[src/rtl/booth_dadda_pkg.sv]
package booth_dadda_pkg;

  localparam int MAX_COLS = 128;

  function automatic int pp_rows(input int n);
    return (n + 1) / 2;
  endfunction

  // lowest / highest partial-product row that has a bit in column c
  function automatic int row_lo(input int n, input int c);
    return (c > n) ? (c - n + 1) / 2 : 0;
  endfunction

  function automatic int row_hi(input int n, input int c);
    int k;
    k = c / 2;
    if (k > pp_rows(n) - 1) k = pp_rows(n) - 1;
    return k;
  endfunction

  function automatic int rows_in_col(input int n, input int c);
    int lo, hi;
    lo = row_lo(n, c);
    hi = row_hi(n, c);
    return (hi >= lo) ? hi - lo + 1 : 0;
  endfunction

  function automatic int has_neg(input int n, input int c);
    return ((c % 2) == 0 && (c / 2) < pp_rows(n)) ? 1 : 0;
  endfunction

  // sign-extension constant: minus the sum of 2^(n+2k) over all rows
  function automatic logic [255:0] sext_const(input int n);
    logic [255:0] acc;
    acc = '0;
    for (int k = 0; k < pp_rows(n); k++) acc = acc + (256'(1) << (n + 2 * k));
    return -acc;
  endfunction

  function automatic int has_const(input int n, input int c);
    logic [255:0] v;
    v = sext_const(n);
    return v[c] ? 1 : 0;
  endfunction

  function automatic int dadda_target(input int j);
    int d;
    d = 2;
    for (int i = 1; i < j; i++) d = (d * 3) / 2;
    return d;
  endfunction

  function automatic int n_stages(input int n);
    int hmax, s;
    logic [255:0] v;
    v = sext_const(n);
    hmax = 0;
    for (int c = 0; c < 2 * n; c++)
      if (rows_in_col(n, c) + has_neg(n, c) + int'(v[c]) > hmax)
        hmax = rows_in_col(n, c) + has_neg(n, c) + int'(v[c]);
    s = 0;
    while (dadda_target(s + 1) < hmax) s++;
    return s;
  endfunction

  // what: 0 = column height entering stage s, 1 = full adders, 2 = half adders
  function automatic int sched(input int n, input int s, input int c, input int what);
    int h  [MAX_COLS];
    int hn [MAX_COLS];
    int nst, d, cin, e, fa, ha;
    logic [255:0] v;
    v = sext_const(n);
    nst = n_stages(n);
    for (int i = 0; i < MAX_COLS; i++) begin
      h[i]  = (i < 2 * n) ? rows_in_col(n, i) + has_neg(n, i) + int'(v[i]) : 0;
      hn[i] = 0;
    end
    for (int st = 0; st <= s; st++) begin
      if (st == s && what == 0) return h[c];
      d = dadda_target(nst - st);
      cin = 0;
      for (int i = 0; i < 2 * n; i++) begin
        e  = h[i] + cin - d;
        fa = (e > 0) ? e / 2 : 0;
        ha = (e > 0) ? e % 2 : 0;
        if (st == s && i == c) return (what == 1) ? fa : ha;
        hn[i] = h[i] - 2 * fa - ha + cin;
        cin = fa + ha;
      end
      for (int i = 0; i < MAX_COLS; i++) h[i] = hn[i];
    end
    return 0;
  endfunction

endpackage

[src/rtl/booth_pp_gen.sv]
module booth_pp_gen #(
  parameter int N   = 16,
  parameter int NPP = (N + 1) / 2
) (
  input  logic [N-1:0]   a_i,
  input  logic [N-1:0]   b_i,
  output logic [N:0]     pp_o [NPP],
  output logic [NPP-1:0] neg_o
);
  localparam int EW = 2 * NPP + 1;

  logic [EW-1:0] ext;
  logic [N:0]    a_x1, a_x2;

  assign ext  = EW'($signed({b_i, 1'b0}));
  assign a_x1 = {a_i[N-1], a_i};
  assign a_x2 = {a_i, 1'b0};

  for (genvar k = 0; k < NPP; k++) begin : g_row
    logic [2:0] grp;
    logic       sel1, sel2;
    logic [N:0] mag, val;
    assign grp  = ext[2*k +: 3];
    assign sel1 = grp[0] ^ grp[1];
    assign sel2 = (grp == 3'b011) | (grp == 3'b100);
    assign mag  = sel1 ? a_x1 : (sel2 ? a_x2 : '0);
    assign val  = grp[2] ? ~mag : mag;
    assign pp_o[k]  = {~val[N], val[N-1:0]};
    assign neg_o[k] = grp[2];
  end
endmodule

[src/rtl/dadda_reducer.sv]
module dadda_reducer #(
  parameter int N    = 16,
  parameter int PW   = 2 * N,
  parameter int MAXH = (N + 1) / 2 + 2
) (
  input  logic [MAXH-1:0] heap_i [PW],
  output logic [PW-1:0]   row0_o,
  output logic [PW-1:0]   row1_o
);
  import booth_dadda_pkg::*;

  localparam int NS = n_stages(N);

  logic [MAXH-1:0] lvl   [NS+1][PW];
  logic [MAXH-1:0] sum_w [NS+1][PW];
  logic [MAXH-1:0] car_w [NS+1][PW];

  for (genvar c = 0; c < PW; c++) begin : g_in
    assign lvl[0][c] = heap_i[c];
  end

  for (genvar s = 0; s < NS; s++) begin : g_stage
    for (genvar c = 0; c < PW; c++) begin : g_col
      localparam int FA = sched(N, s, c, 1);
      localparam int HA = sched(N, s, c, 2);
      localparam int HI = sched(N, s, c, 0);
      localparam int CI = (c > 0) ? sched(N, s, c - 1, 1) + sched(N, s, c - 1, 2) : 0;
      localparam int NA = FA + HA;
      localparam int P  = HI - 3 * FA - 2 * HA;
      localparam int HO = P + NA + CI;

      for (genvar j = 0; j < MAXH; j++) begin : g_add
        if (j < FA) begin : g_fa
          logic x, y, z;
          assign x = lvl[s][c][3*j];
          assign y = lvl[s][c][3*j+1];
          assign z = lvl[s][c][3*j+2];
          assign sum_w[s][c][j] = x ^ y ^ z;
          assign car_w[s][c][j] = (x & y) | (z & (x ^ y));
        end else if (j < NA) begin : g_ha
          logic x, y;
          assign x = lvl[s][c][3*FA + 2*(j-FA)];
          assign y = lvl[s][c][3*FA + 2*(j-FA) + 1];
          assign sum_w[s][c][j] = x ^ y;
          assign car_w[s][c][j] = x & y;
        end else begin : g_none
          assign sum_w[s][c][j] = 1'b0;
          assign car_w[s][c][j] = 1'b0;
        end
      end

      // next height order: passed bits, own sums, carries from column c-1
      for (genvar r = 0; r < MAXH; r++) begin : g_out
        if (r < P) begin : g_pass
          assign lvl[s+1][c][r] = lvl[s][c][3*FA + 2*HA + r];
        end else if (r < P + NA) begin : g_sum
          assign lvl[s+1][c][r] = sum_w[s][c][r-P];
        end else if (r < HO) begin : g_car
          assign lvl[s+1][c][r] = car_w[s][c-1][r-P-NA];
        end else begin : g_zero
          assign lvl[s+1][c][r] = 1'b0;
        end
      end
    end
  end

  for (genvar c = 0; c < PW; c++) begin : g_tail
    assign sum_w[NS][c] = '0;
    assign car_w[NS][c] = '0;
    assign row0_o[c] = lvl[NS][c][0];
    assign row1_o[c] = lvl[NS][c][1];
  end
endmodule

[src/rtl/final_cpa.sv]
module final_cpa #(
  parameter int W = 32
) (
  input  logic [W-1:0] x_i,
  input  logic [W-1:0] y_i,
  output logic [W-1:0] s_o
);
  assign s_o = x_i + y_i;
endmodule

[src/rtl/booth_dadda_mult.sv]
module booth_dadda_mult #(
  parameter int N       = 16,
  parameter bit REG_OUT = 1'b1
) (
  input  logic            clk_i,
  input  logic            rst_ni,
  input  logic [N-1:0]    a_i,
  input  logic [N-1:0]    b_i,
  output logic [2*N-1:0]  p_o
);
  import booth_dadda_pkg::*;

  localparam int PW   = 2 * N;
  localparam int NPP  = pp_rows(N);
  localparam int MAXH = NPP + 2;

  logic [N:0]      pp  [NPP];
  logic [NPP-1:0]  neg;
  logic [MAXH-1:0] heap0 [PW];
  logic [PW-1:0]   row0, row1, sum;

  booth_pp_gen #(.N(N), .NPP(NPP)) u_pp (
    .a_i   (a_i),
    .b_i   (b_i),
    .pp_o  (pp),
    .neg_o (neg)
  );

  // column order inside heap: covering rows, negation bit, constant bit
  for (genvar c = 0; c < PW; c++) begin : g_heap
    localparam int LO = row_lo(N, c);
    localparam int NR = rows_in_col(N, c);
    localparam int NG = has_neg(N, c);
    localparam int NC = has_const(N, c);
    for (genvar r = 0; r < MAXH; r++) begin : g_slot
      if (r < NR) begin : g_pp
        assign heap0[c][r] = pp[LO+r][c - 2*(LO+r)];
      end else if (r == NR && NG == 1) begin : g_neg
        assign heap0[c][r] = neg[c/2];
      end else if (r == NR + NG && NC == 1) begin : g_k
        assign heap0[c][r] = 1'b1;
      end else begin : g_zero
        assign heap0[c][r] = 1'b0;
      end
    end
  end

  dadda_reducer #(.N(N), .PW(PW), .MAXH(MAXH)) u_red (
    .heap_i (heap0),
    .row0_o (row0),
    .row1_o (row1)
  );

  final_cpa #(.W(PW)) u_cpa (
    .x_i (row0),
    .y_i (row1),
    .s_o (sum)
  );

  if (REG_OUT) begin : g_reg
    always_ff @(posedge clk_i or negedge rst_ni) begin
      if (!rst_ni) p_o <= '0;
      else         p_o <= sum;
    end
  end else begin : g_comb
    assign p_o = sum;
  end
endmodule

[config.mk]
export PLATFORM = sky130hd
export DESIGN_NAME = booth_dadda_mult
export DESIGN_NICKNAME = d
export VERILOG_FILES = /design/src/rtl/booth_dadda_pkg.sv /design/src/rtl/booth_pp_gen.sv /design/src/rtl/dadda_reducer.sv /design/src/rtl/final_cpa.sv /design/src/rtl/booth_dadda_mult.sv
export SDC_FILE = /design/constraint.sdc
export NUM_CORES = 1
export LEC_CHECK = 0
export ABC_AREA = 1
export BUFFER_PORTS_ARGS = -buffer_cell sky130_fd_sc_hd__buf_2
export CORE_ASPECT_RATIO = 1.25
export CORE_MARGIN = 2
export CORE_UTILIZATION = 60
export DETAILED_ROUTE_END_ITERATION = 6
export GPL_ROUTABILITY_DRIVEN = 1
export PLACE_DENSITY = 0.88
export SYNTH_ARGS = -nofsm -noshare
export SYNTH_HDL_FRONTEND = slang
export SYNTH_SLANG_ARGS = --single-unit
[constraint.sdc]
create_clock -name clk_i -period 0.8 [get_ports clk_i]
set_input_delay 0.04 -clock clk_i [delete_from_list [all_inputs] [get_ports clk_i]]
set_output_delay 0.04 -clock clk_i [all_outputs]
set_load 0.1 [all_outputs]
==> results of run 1 <==
-- cells by family after synthesis --
kind of cell    share of synthesized area (%)
simple gates                             21.2
flops                                    9.33
compound gates                           13.1
fa+ha+maj                                29.1
buf+inv                                  13.3
xor+xnor                                 13.9
mux                                     0.131
-- through the flow --
stage | setup TNS [ps] | hold WS (ps) | utilization, % | cell area, um2
floorplan | -84930 | -256 | - | 9520
CTS | -91470 | 152 | 91.1 | 12600
detailed placement | -101700 | 4.55 | 84.3 | 11700
global placement | -94790 | 4.68 | 84.3 | 11700
-- cell usage after synthesis, drive strengths merged, types with 2 or more instances --
library cell | number | area (um2)
nand2 | 373 | 1420
ha | 68 | 851
fa | 82 | 1640
a31oi | 6 | 37.5
o21ai | 144 | 721
clkbuf | 34 | 128
nor4 | 2 | 18.8
buf | 28 | 155
inv | 229 | 860
xor2 | 133 | 1160
dfrtp | 32 | 801
o211ai | 7 | 52.6
a21o | 5 | 37.5
a21boi | 2 | 15.0
nor2 | 45 | 174
nand4 | 4 | 25.0
a21oi | 45 | 225
nand3 | 31 | 155
xnor2 | 3 | 26.3
o21a | 2 | 15.0
nor3 | 6 | 30.0
-- layer usage --
metal / track usage (%) / GRT overflow
met5: 10.3 / 0
met4: 78.0 / 22
met3: 49.4 / 3
met2: 94.5 / 42
met1: 68.2 / 0
-- what timing repair did --
item                                   4_1_cts
gates resized for setup                    150
setup buffers                               30
setup endpoints to repair                   63
hold buffers                                 1
gates cloned                                 1
endpoints found under the hold margin       32
pin swaps                                   79
==> impl_results.rst, run 1 <==
.. list-table::
   :header-rows: 1

   * - Metric
     - Value
   * - Count of H-tree levels built during CTS
     - 2
   * - Number of warnings printed during yosys synthesis
     - 0
   * - Port Buf Inserts
     - 65
   * - First-pass GRT wire length
     - 82900 um
   * - Maximum buffer depth of the clock tree
     - 2
   * - Total half-perimeter wirelength after legalization and detailed placement
     - 27900 um
   * - Maximum number of pins on one net before global-route repair
     - 33
   * - First error
     - [ERROR GRT-0116] Global routing finished with congestion. Check the congestion regions in the DRC Viewer.
   * - Number of enable flip-flop cells after synthesis
     - 0
   * - Clock sink count
     - 32
   * - Stage where the run ended
     - 5_1_grt
   * - Initial cell density of the core
     - 61.8%
   * - Global route overflow
     - 67
   * - Mapped cell area
     - between 8000 and 9000 um2
   * - Cell Count Post-Placement
     - 1674
   * - Clock tree root driver cell
     - sky130_fd_sc_hd__clkbuf_16
   * - Cell count after synthesis
     - 1284
   * - Die span in y
     - 138 um
   * - Flops & latches, synth
     - 32
   * - Number of top-level pins
     - 66
   * - Global router's overall resource usage
     - 71.1%
   * - Synth Net Count
     - roughly 1500
   * - Share of flip-flops with an asynchronous set or reset
     - 100%
   * - Number of distinct standard cells referenced by the synthesized netlist
     - 29
   * - Syn avg cell area
     - 6.68 um2
   * - Vias in the first global route
     - 13900
   * - Routability congestion estimate from global placement
     - 1.06
   * - Run status
     - aborted with a tool error
   * - Horiz. Die Dim
     - approximately 110 um
   * - Number of CTS-inserted buffers
     - 5
   * - Pre-CTS setup slack
     - -3980 ps
   * - Dominant register cell in the synthesized netlist
     - sky130_fd_sc_hd__dfrtp_1
   * - Proportion of synthesized chip area in sequential cells
     - 9.33%
   * - Floorplan row count
     - 48
==> run 2, diff against run 1 <==
CORE_ASPECT_RATIO = default   (was 1.25)
CORE_UTILIZATION = 40   (was 60)
PLACE_DENSITY = default   (was 0.88)
PLACE_DENSITY_LB_ADDON = 0.15   (was default)
==> run 2 against run 1 <==
- the flow now finishes, with violations (negative setup slack)
- synthesized cell count is the same
- synthesized area unchanged
==> impl_results.rst, run 2 <==
.. list-table::
   :header-rows: 1

   * - Metric
     - Value
   * - Vias per std cell
     - 4.86
   * - Tmin final
     - 4210 ps
   * - Post-synthesis to final-layout area growth
     - 56.0%
   * - Count of buffering cells on the critical path with inverters included
     - 7
   * - Most frequent standard cell in the layout excluding fill and tap cells
     - sky130_fd_sc_hd__nand2_1
   * - Instance area after placement
     - 11800 um2
   * - Violations in the final reports
     - negative setup slack
   * - Hold Path Class
     - input pin to async pin
   * - Number of antenna violations at the first check in global routing
     - 0
   * - Vias
     - roughly 9000
   * - Startpoint types
     - input pin
   * - Headroom to the max-slew limit
     - 72.1%
   * - Proportion of synthesized chip area in sequential cells
     - 9.33%
   * - Total half-perimeter wirelength after legalization and detailed placement
     - 24100 um
   * - Clock sink count
     - 32
   * - Flip-flop count of the largest register, all copies and words added
     - 32
   * - Placeable Area
     - around 21000 um2
   * - TritonCTS clock tree
     - built
   * - Dominant register cell in the synthesized netlist
     - sky130_fd_sc_hd__dfrtp_1
   * - Setup Crit Path Kind
     - input pin to flop
   * - Period utilization
     - 526%
   * - Area of all placed cells without fillers
     - approximately 13000 um2
   * - Slowest-stage cell, CP
     - sky130_fd_sc_hd__fa_1
   * - Floorplan row count
     - 53
   * - Maximum clock frequency
     - 238 MHz
   * - Port Buf Inserts
     - 65
   * - Yosys top cell by area
     - sky130_fd_sc_hd__fa_1
   * - Run status
     - complete, but fails checks
   * - DR pass1 iterations
     - 5
   * - Final wirelength
     - approximately 29000 um
   * - Horiz. Die Dim
     - 150 um
   * - Number of warnings printed during yosys synthesis
     - 0
   * - Routed wire length per instance
     - 15.7 um
   * - Cell repeated most along the worst path
     - sky130_fd_sc_hd__fa_1
   * - Number of distinct standard cells referenced by the synthesized netlist
     - 29
   * - Top fanout value on the critical path
     - 6
   * - Die span in y
     - between 150 and 200 um
   * - Count of H-tree levels built during CTS
     - 2
   * - Clock tree root driver cell
     - sky130_fd_sc_hd__clkbuf_16
   * - Number of nets at the end of the flow
     - between 1500 and 2000
   * - Max-capacitance violation count
     - 0
   * - Final number of max-transition violations
     - 0
   * - Final hold violation count
     - 0
   * - Utilization of the core after routing
     - between 60% and 70%
   * - Number of top-level pins
     - 66
   * - Registers with the most flip-flops
     - p_o x32
   * - First-pass GRT wire length
     - 45500 um
   * - Ratio of cells with drive above 1 in the final layout
     - 40.2%
   * - Setup TNS Final
     - -90030 ps
   * - Syn avg cell area
     - ~6.7 um2
   * - Share of flip-flops with an asynchronous set or reset
     - 100%
   * - Area share of the largest cell type after synthesis
     - a little under a fifth
   * - Synth Net Count
     - 1468
   * - Top library cells by usage in the layout, fill and taps aside
     - 297 x sky130_fd_sc_hd__nand2_1, 201 x sky130_fd_sc_hd__buf_4, 187 x sky130_fd_sc_hd__inv_1
   * - Maximum number of pins on one net before global-route repair
     - 33
   * - Cell family contributing the most delay on the critical path
     - adder cells
   * - Vias in the first global route
     - 8864
   * - Drc violations
     - 0
   * - Unrepaired setup endpoints after global routing
     - true
   * - Routability congestion estimate from global placement
     - 0.964
   * - Final setup vio count
     - 62
   * - Most frequently used cell type in the post-synthesis netlist
     - sky130_fd_sc_hd__nand2_1
   * - Initial cell density of the core
     - between 40% and 50%
   * - Clock slew at reported path FFs
     - 60 ps
   * - Slowest stage delay, CP
     - approximately 570 ps
   * - Remaining antenna violation count after routing
     - 0
   * - Global route overflow
     - 0
   * - Mapped cell area
     - between 8000 and 9000 um2
   * - Final critical-path setup slack
     - -3410 ps
   * - Initial DRC count
     - between 500 and 600
   * - Number of CTS-inserted buffers
     - 5
   * - Worst setup EP type
     - flop
   * - Global router's overall resource usage
     - 25.7%
   * - Antenna Cells
     - 0
   * - Worst EP required
     - 950 ps
   * - Cell count after synthesis
     - 1284
   * - Number of enable flip-flop cells after synthesis
     - 0
   * - Most numerous cell types in the synthesized netlist
     - 366 x sky130_fd_sc_hd__nand2_1, 220 x sky130_fd_sc_hd__inv_1, 144 x sky130_fd_sc_hd__o21ai_0
   * - Maximum buffer depth of the clock tree
     - 2
   * - Flops & latches, synth
     - 32
   * - Top area cells in the synthesized netlist
     - sky130_fd_sc_hd__fa_1 19%, sky130_fd_sc_hd__nand2_1 16%, sky130_fd_sc_hd__xor2_1 14%
   * - Worst path arrival time
     - 4360 ps
   * - Die outline area
     - between 20000 and 25000 um2
   * - Measured slew at the worst slew-check pin
     - 416 ps
   * - Largest reg by FF count
     - p_o
run 2: cell counts after synthesis:
Identical to the previous run, type by type.
run 2: tightest hold or removal path, stage by stage:
cell	delay, ps
sky130_fd_sc_hd__dlygate4sd3_1	530
sky130_fd_sc_hd__buf_2	120
sky130_fd_sc_hd__buf_12	190
run 2: how the worst max path moves through the flow:
stage               startpoint      end  slack (ps)  cells past startpoint
floorplan               b_i[7]  p_o[26]       -3420                     26
global placement        b_i[1]  p_o[26]       -3880                     24
detailed placement      b_i[5]  p_o[26]       -3910                     27
CTS                     b_i[1]  p_o[28]       -3390                     24
global route            b_i[3]  p_o[27]       -3600                     25
finish                  b_i[1]  p_o[21]       -3410                     25
run 2: final cells by class:
| cell class | count | area, um2 |
|---|---|---|
| sequential | 32 | 837 |
| timing repair buffer | 317 | 3030 |
| inverter | 229 | 905 |
| tap | 275 | 344 |
| clock inverter | 1 | 30.0 |
| multi-input combinational | 961 | 8080 |
| fill | 1807 | 7640 |
| clock buffer | 7 | 153 |
run 2: per-stage QoR:
step / hold WS [ps] / setup slack [ps] / std cells
after floorplan: -256 / -3420 / 1284
after detailed placement: 4.37 / -3910 / 1771
after global routing: 280 / -3600 / 1822
after global placement: 3.31 / -3880 / 1771
final: 244 / -3410 / 1822
after CTS: 254 / -3390 / 1809
run 2: repair_timing:
| action | in CTS | in global routing |
|---|---|---|
| buffers inserted | 30 | 14 |
| cloned | 1 | 1 |
| hold endpoints to repair | 32 | 0 |
| hold buffers | 1 | 0 |
| gates resized for setup | 175 | 107 |
| pin swaps | 109 | 105 |
| endpoints found under the setup margin | 63 | 63 |
run 2: kinds of logic after synthesis:
group | after synthesis | synth area share [%]
AOI/OAI and AO/OA | 213 | 13.1
xor gates and xnor gates | 136 | 13.9
adders and majority gates | 150 | 29.1
buffers and inverters | 291 | 13.3
DFF | 32 | 9.33
muxes | 1 | 0.131
and+or+nand+nor | 461 | 21.2
run 2: routing by layer:
layer | global-route usage, % | wire [um] | vias up
met5 | 0 | 0 | -
li1 | - | - | 4437
met3 | 1.18 | 889 | 70
met2 | 44.5 | 13700 | 229
met1 | 34.4 | 12900 | 4123
met4 | 8.82 | 1090 | 0
Power of run 2 is not shown: default switching activity piles up to over one toggle a cycle in this logic, so the estimate is an artifact.
==> run 3, diff against run 2 <==
GPL_TIMING_DRIVEN = 0   (was default)
==> run 3 against run 2 <==
- the run ends with negative hold slack, negative setup slack left
- via count fell by 1.9%
- non-clock buffer count fell by 115
- final cell count fell by 6.3%
- global-route usage rose by 1.6 points
- wire length rose by 6.1%
- maximum frequency fell by 3.9%
- sequential share of layout area rose by 0.54 points
- utilization fell by 5.1 points
- die area did not move
- clock-buffer cell count did not move
- worst setup slack got worse by 170 ps
==> impl_results.rst, run 3 (synthesized netlist as in run 2, its figures left out) <==
.. list-table::
   :header-rows: 1

   * - Metric
     - Value
   * - Floorplan row count
     - 53
   * - Post-synthesis to final-layout area growth
     - 43.5%
   * - TritonCTS clock tree
     - built
   * - Final hold slack
     - -204 ps
   * - Placeable Area
     - 21000 um2
   * - Run status
     - complete, but fails checks
   * - Period utilization
     - 547%
   * - Routed wire length per instance
     - 17.8 um
   * - Headroom to the max-slew limit
     - 55.8%
   * - Largest reg by FF count
     - p_o
   * - Met2 routing resource usage after global routing
     - 44.0%
   * - Clock slew at reported path FFs
     - 50 ps
   * - Vias in the first global route
     - 8376
   * - Measured slew at the worst slew-check pin
     - 663 ps
   * - Area of all placed cells without fillers
     - 12300 um2
   * - Total half-perimeter wirelength after legalization and detailed placement
     - 23500 um
   * - First-pass GRT wire length
     - about 47000 um
   * - Startpoint types
     - input pin
   * - Global router's overall resource usage
     - between 20% and 30%
   * - Number of top-level pins
     - between 60 and 70
   * - DR pass1 iterations
     - 5
   * - Count of H-tree levels built during CTS
     - 2
   * - Final setup vio count
     - 62
   * - Final wirelength
     - 30300 um
   * - Die span in y
     - 150 um
   * - Number of nets at the end of the flow
     - 1615
   * - Setup Crit Path Kind
     - input pin to flop
   * - Flip-flop count of the largest register, all copies and words added
     - 32
   * - Number of CTS-inserted buffers
     - 5
   * - Met1 track demand over resource
     - 38.5%
   * - Worst EP required
     - 960 ps
   * - M3 GR Usage
     - under 10%
   * - Die outline area
     - 22600 um2
   * - Most frequent standard cell in the layout excluding fill and tap cells
     - sky130_fd_sc_hd__nand2_1
   * - Clock sink count
     - 32
   * - Maximum number of pins on one net before global-route repair
     - 33
   * - Setup TNS Final
     - -93170 ps
   * - Instance area after placement
     - 10100 um2
   * - Violations in the final reports
     - negative hold slack, negative setup slack
   * - Drc violations
     - 0
   * - Final number of max-transition violations
     - 0
   * - Worst path arrival time
     - 4540 ps
   * - Unrepaired setup endpoints after global routing
     - true
   * - Ratio of cells with drive above 1 in the final layout
     - 34.7%
   * - Max-capacitance violation count
     - 0
   * - Maximum buffer depth of the clock tree
     - 2
   * - Global route overflow
     - 0
   * - Grt peak-use layer
     - met2
   * - Top fanout value on the critical path
     - 6
   * - Horiz. Die Dim
     - 150 um
   * - Port Buf Inserts
     - 49
   * - Registers with the most flip-flops
     - p_o x32
   * - Vias
     - between 8000 and 9000
   * - Initial cell density of the core
     - a little over 40%
   * - Final hold violation count
     - 32
   * - Vias per std cell
     - 5.09
   * - Remaining antenna violation count after routing
     - 0
   * - Routability congestion estimate from global placement
     - about 1.0
   * - Pre-CTS setup slack
     - -4350 ps
   * - Top library cells by usage in the layout, fill and taps aside
     - 301 x sky130_fd_sc_hd__nand2_1, 186 x sky130_fd_sc_hd__inv_1, 117 x sky130_fd_sc_hd__xor2_1
   * - Hold Path Class
     - input pin to async pin
   * - Maximum clock frequency
     - 228 MHz
   * - Antenna Cells
     - 0
   * - Worst setup EP type
     - flop
   * - Final critical-path setup slack
     - -3580 ps
   * - Tmin final
     - about 4400 ps
   * - Initial DRC count
     - between 400 and 500
   * - Clock tree root driver cell
     - sky130_fd_sc_hd__clkbuf_16
   * - Number of antenna violations at the first check in global routing
     - 0
run 3: worst max-delay path, cell delays in order:
cell                       delay (ps)
sky130_fd_sc_hd__buf_8             80
sky130_fd_sc_hd__buf_12           100
sky130_fd_sc_hd__inv_8             30
sky130_fd_sc_hd__buf_12           110
sky130_fd_sc_hd__ha_4             310
sky130_fd_sc_hd__clkbuf_8         160
sky130_fd_sc_hd__nand2_1           50
sky130_fd_sc_hd__o21ai_0           90
sky130_fd_sc_hd__nand2_1          120
sky130_fd_sc_hd__xor2_2           170
sky130_fd_sc_hd__fa_1             530
sky130_fd_sc_hd__inv_2             50
sky130_fd_sc_hd__fa_2             450
sky130_fd_sc_hd__fa_1             490
sky130_fd_sc_hd__inv_1             50
sky130_fd_sc_hd__fa_1             490
sky130_fd_sc_hd__inv_2             50
sky130_fd_sc_hd__ha_4             310
sky130_fd_sc_hd__nand2_4           70
sky130_fd_sc_hd__buf_4            140
sky130_fd_sc_hd__nor2_4           140
sky130_fd_sc_hd__inv_1             70
sky130_fd_sc_hd__nor3_1           180
sky130_fd_sc_hd__nand2_1          120
sky130_fd_sc_hd__nand3_1           90
sky130_fd_sc_hd__nand2_1           50
run 3: area by class of cell:
class	instances	area (um2)
fill	1962	8710
multi-input combinational	961	8000
timing repair buffer	140	1380
inverter	229	932
sequential	32	837
buffer	62	643
tap	275	344
clock buffer	7	153
clock inverter	1	30.0
run 3: timing repair:
action,CTS,global route
pin swaps,85,89
setup endpoints to repair,63,63
gates cloned,2,0
resized for setup,260,102
setup buffers,61,28
endpoints found under the hold margin,32,32
run 3: through the flow:
step                util [%]  instances
CTS                     55.7       1679
finish                  58.6       1707
floorplan                  -       1284
global placement        48.1       1608
global route            58.6       1707
detailed placement      48.1       1608
run 3: path summary, 6_finish.rpt:
check | startpoint | to | slack (ps)
setup / recovery | b_i[7] | p_o[30] | -3580
hold / removal | rst_ni | p_o[28] | -200
max in group asynchronous | rst_ni | p_o[0] | 530
min in group clk_i | b_i[3] | p_o[2] | 140
run 3: routing by layer:
metal / routed length [um] / vias up
met5: 0 / -
met4: 1260 / 0
met3: 2220 / 74
met2: 13600 / 356
met1: 13300 / 4049
li1: - / 4213
Power of run 3 is left out for the same reason.
==> run 4, diff against run 3 <==
clock period = 4.7 ns   (was 0.8 ns; I/O delays follow)
==> run 4 against run 3 <==
- the flow finishes with violations (negative hold slack)
- wire length fell by 3.3%
- non-clock buffer count shrank 43
- via count fell by 2.9%
- critical path depth down 3
- first-iteration DRC count is 36% higher
- final cell count fell by 2.5%
- flip-flop and latch count unchanged
- worst setup slack improved by 3700 ps
- sequential share of layout area increased by 0.76 points
- critical path type unchanged
- highest routed layer unchanged
==> impl_results.rst, run 4 (synthesized netlist as in run 2, its figures left out) <==
.. list-table::
   :header-rows: 1

   * - Metric
     - Value
   * - Cell repeated most along the worst path
     - sky130_fd_sc_hd__fa_1
   * - Startpoint types
     - input pin
   * - Total half-perimeter wirelength after legalization and detailed placement
     - 22700 um
   * - Total area of multi-input combinational cells
     - 7250 um2
   * - Number of antenna violations at the first check in global routing
     - 0
   * - Placeable Area
     - approximately 21000 um2
   * - Hold Path Class
     - input pin to async pin
   * - Ratio of cells with drive above 1 in the final layout
     - between 20% and 30%
   * - Run status
     - complete, but fails checks
   * - Largest reg by FF count
     - p_o
   * - Port Buf Inserts
     - 49
   * - Vias per std cell
     - 5.07
   * - Worst EP required
     - 4870 ps
   * - Violations in the final reports
     - negative hold slack
   * - Most frequent standard cell in the layout excluding fill and tap cells
     - sky130_fd_sc_hd__nand2_1
   * - Vias
     - 8443
   * - Clock sink count
     - 32
   * - Clock slew at reported path FFs
     - 50 ps
   * - Tmin final
     - 4600 ps
   * - Initial DRC count
     - slightly above 600
   * - Maximum buffer depth of the clock tree
     - 2
   * - Final setup vio count
     - 0
   * - Measured slew at the worst slew-check pin
     - 750 ps
   * - Post-layout instance count excluding filler cells
     - about 1700
   * - Worst path arrival time
     - between 4000 and 5000 ps
   * - Remaining antenna violation count after routing
     - 0
   * - Maximum number of pins on one net before global-route repair
     - 33
   * - TritonCTS clock tree
     - built
   * - Initial cell density of the core
     - between 40 and 50%
   * - Fillers
     - 2122
   * - Vias in the first global route
     - 7859
   * - Max-capacitance violation count
     - 0
   * - Flip-flop count of the largest register, all copies and words added
     - 32
   * - Unrepaired setup endpoints after global routing
     - true
   * - Source of the critical timing path
     - b_i[7]
   * - Routed wire length per instance
     - 17.6 um
   * - Setup Crit Path Kind
     - input pin to flop
   * - Area taken by flip-flops and latches
     - 801 um2
   * - Routability congestion estimate from global placement
     - between 0.9 and 1
   * - Top fanout value on the critical path
     - 8
   * - Antenna Cells
     - 0
   * - Global router's overall resource usage
     - 26.0%
   * - Final wirelength
     - approximately 29000 um
   * - Clock tree root driver cell
     - sky130_fd_sc_hd__clkbuf_16
   * - Cts-stage hold buffer count
     - 0
   * - Final number of max-transition violations
     - 0
   * - Horiz. Die Dim
     - between 150 and 200 um
   * - Final hold violation count
     - 8
   * - Floorplan row count
     - 53
   * - Post-synthesis to final-layout area growth
     - 23.5%
   * - Setup TNS Final
     - 0 ps
   * - First-pass GRT wire length
     - 44400 um
   * - Maximum clock frequency
     - 217 MHz
   * - Period utilization
     - 97.9%
   * - Number of top-level pins
     - 66
   * - Cell Count Post-Placement
     - 1608
   * - Headroom to the max-slew limit
     - 50.0%
   * - Worst setup EP type
     - flop
   * - Top library cells by usage in the layout, fill and taps aside
     - 342 x sky130_fd_sc_hd__nand2_1, 204 x sky130_fd_sc_hd__inv_1, 124 x sky130_fd_sc_hd__o21ai_0
   * - DR pass1 iterations
     - 5
   * - Registers with the most flip-flops
     - p_o x32
   * - Final hold slack
     - -11.1 ps
   * - Count of H-tree levels built during CTS
     - 2
   * - Number of nets at the end of the flow
     - 1572
   * - Die outline area
     - 22600 um2
   * - Die span in y
     - 150 um
   * - Slowest stage delay, CP
     - 580 ps
   * - Drc violations
     - 0
   * - Number of CTS-inserted buffers
     - 5
   * - Slowest-stage cell, CP
     - sky130_fd_sc_hd__fa_1
   * - Global route overflow
     - 0
   * - CP Cell Sequence
     - buf_2 -> inv_4 -> buf_12 -> ha_4 -> a21oi_2 -> nand2_2 -> buf_6 -> nand2_1 -> xor2_1 -> fa_1 -> fa_1 -> fa_1 -> inv_1 -> fa_1 -> inv_1 -> ha_4 -> nand2_2 -> nor2_4 -> inv_2 -> nor4_2 -> nand2_1 -> nand4_1 -> nand2_1
## run 4: changes by cell type in the layout (fill, tap and decap cells not counted), moves of 18 or more
| cell | change |
|---|---|
| sky130_fd_sc_hd__inv_1 | +18 |
| sky130_fd_sc_hd__dfrtp_2 | -29 |
| sky130_fd_sc_hd__buf_2 | +39 |
| sky130_fd_sc_hd__buf_8 | -29 |
| sky130_fd_sc_hd__nand2_1 | +41 |
| sky130_fd_sc_hd__buf_4 | -21 |
| sky130_fd_sc_hd__nand2_2 | -18 |
| sky130_fd_sc_hd__dfrtp_1 | +29 |
| sky130_fd_sc_hd__nand2_4 | -23 |
## run 4: final timing paths
kind	endpoint	slack (ps)	cells after the start
max in group asynchronous	p_o[15]	4270	1
max	p_o[26]	100	23
min in group clk_i	p_o[0]	340	3
min	p_o[4]	-10	1
## run 4: layout make-up
| cell class | instances | area share [%] |
|---|---|---|
| inverters | 229 | 8.68 |
| well taps | 275 | 3.25 |
| flip-flops and latches | 32 | 7.56 |
| multi-input cells | 961 | 68.4 |
| plain buffers | 59 | 4.39 |
| clock inverters | 2 | 0.0945 |
| repair buffers | 100 | 6.27 |
| clock buffers | 6 | 1.31 |
## run 4: through the flow
stage          util (%)  area, um2  setup slack, ps  hold slack (ps)
3_5_place_dp       44.1       9270             -946              320
6_report           50.4      10600             98.8            -11.1
2_1_floorplan         -       8680             3.19            -60.6
5_1_grt            50.4      10600            -91.1             63.4
4_1_cts            47.0       9870             8.54             17.8
3_3_place_gp       44.1       9270             -940              308
## run 4: timing repair
| action | in CTS | in global routing |
|---|---|---|
| setup endpoints to repair | 19 | 19 |
| hold endpoints to repair | 0 | 0 |
| pin swaps | 20 | 48 |
| setup buffers | 9 | 42 |
| resized for setup | 108 | 153 |
## run 4: worst max-delay path: cells and delay by family
kind / cells / cell delay [ps]
AOI/OAI and AO/OA: 1 / 40
buffers and inverters: 7 / 660
adders and majority gates: 6 / 2700
xor gates and xnor gates: 1 / 160
and+or+nand+nor: 8 / 970
## run 4: metal layers
metal	GRT usage [%]	vias to the layer above	share of wire, %
met3	2.48	59	7.5
li1	-	4137	-
met4	9.25	0	3.3
met1	37.4	3875	45
met5	0	-	0
met2	40.6	372	44
Power of run 4 is left out for the same reason.
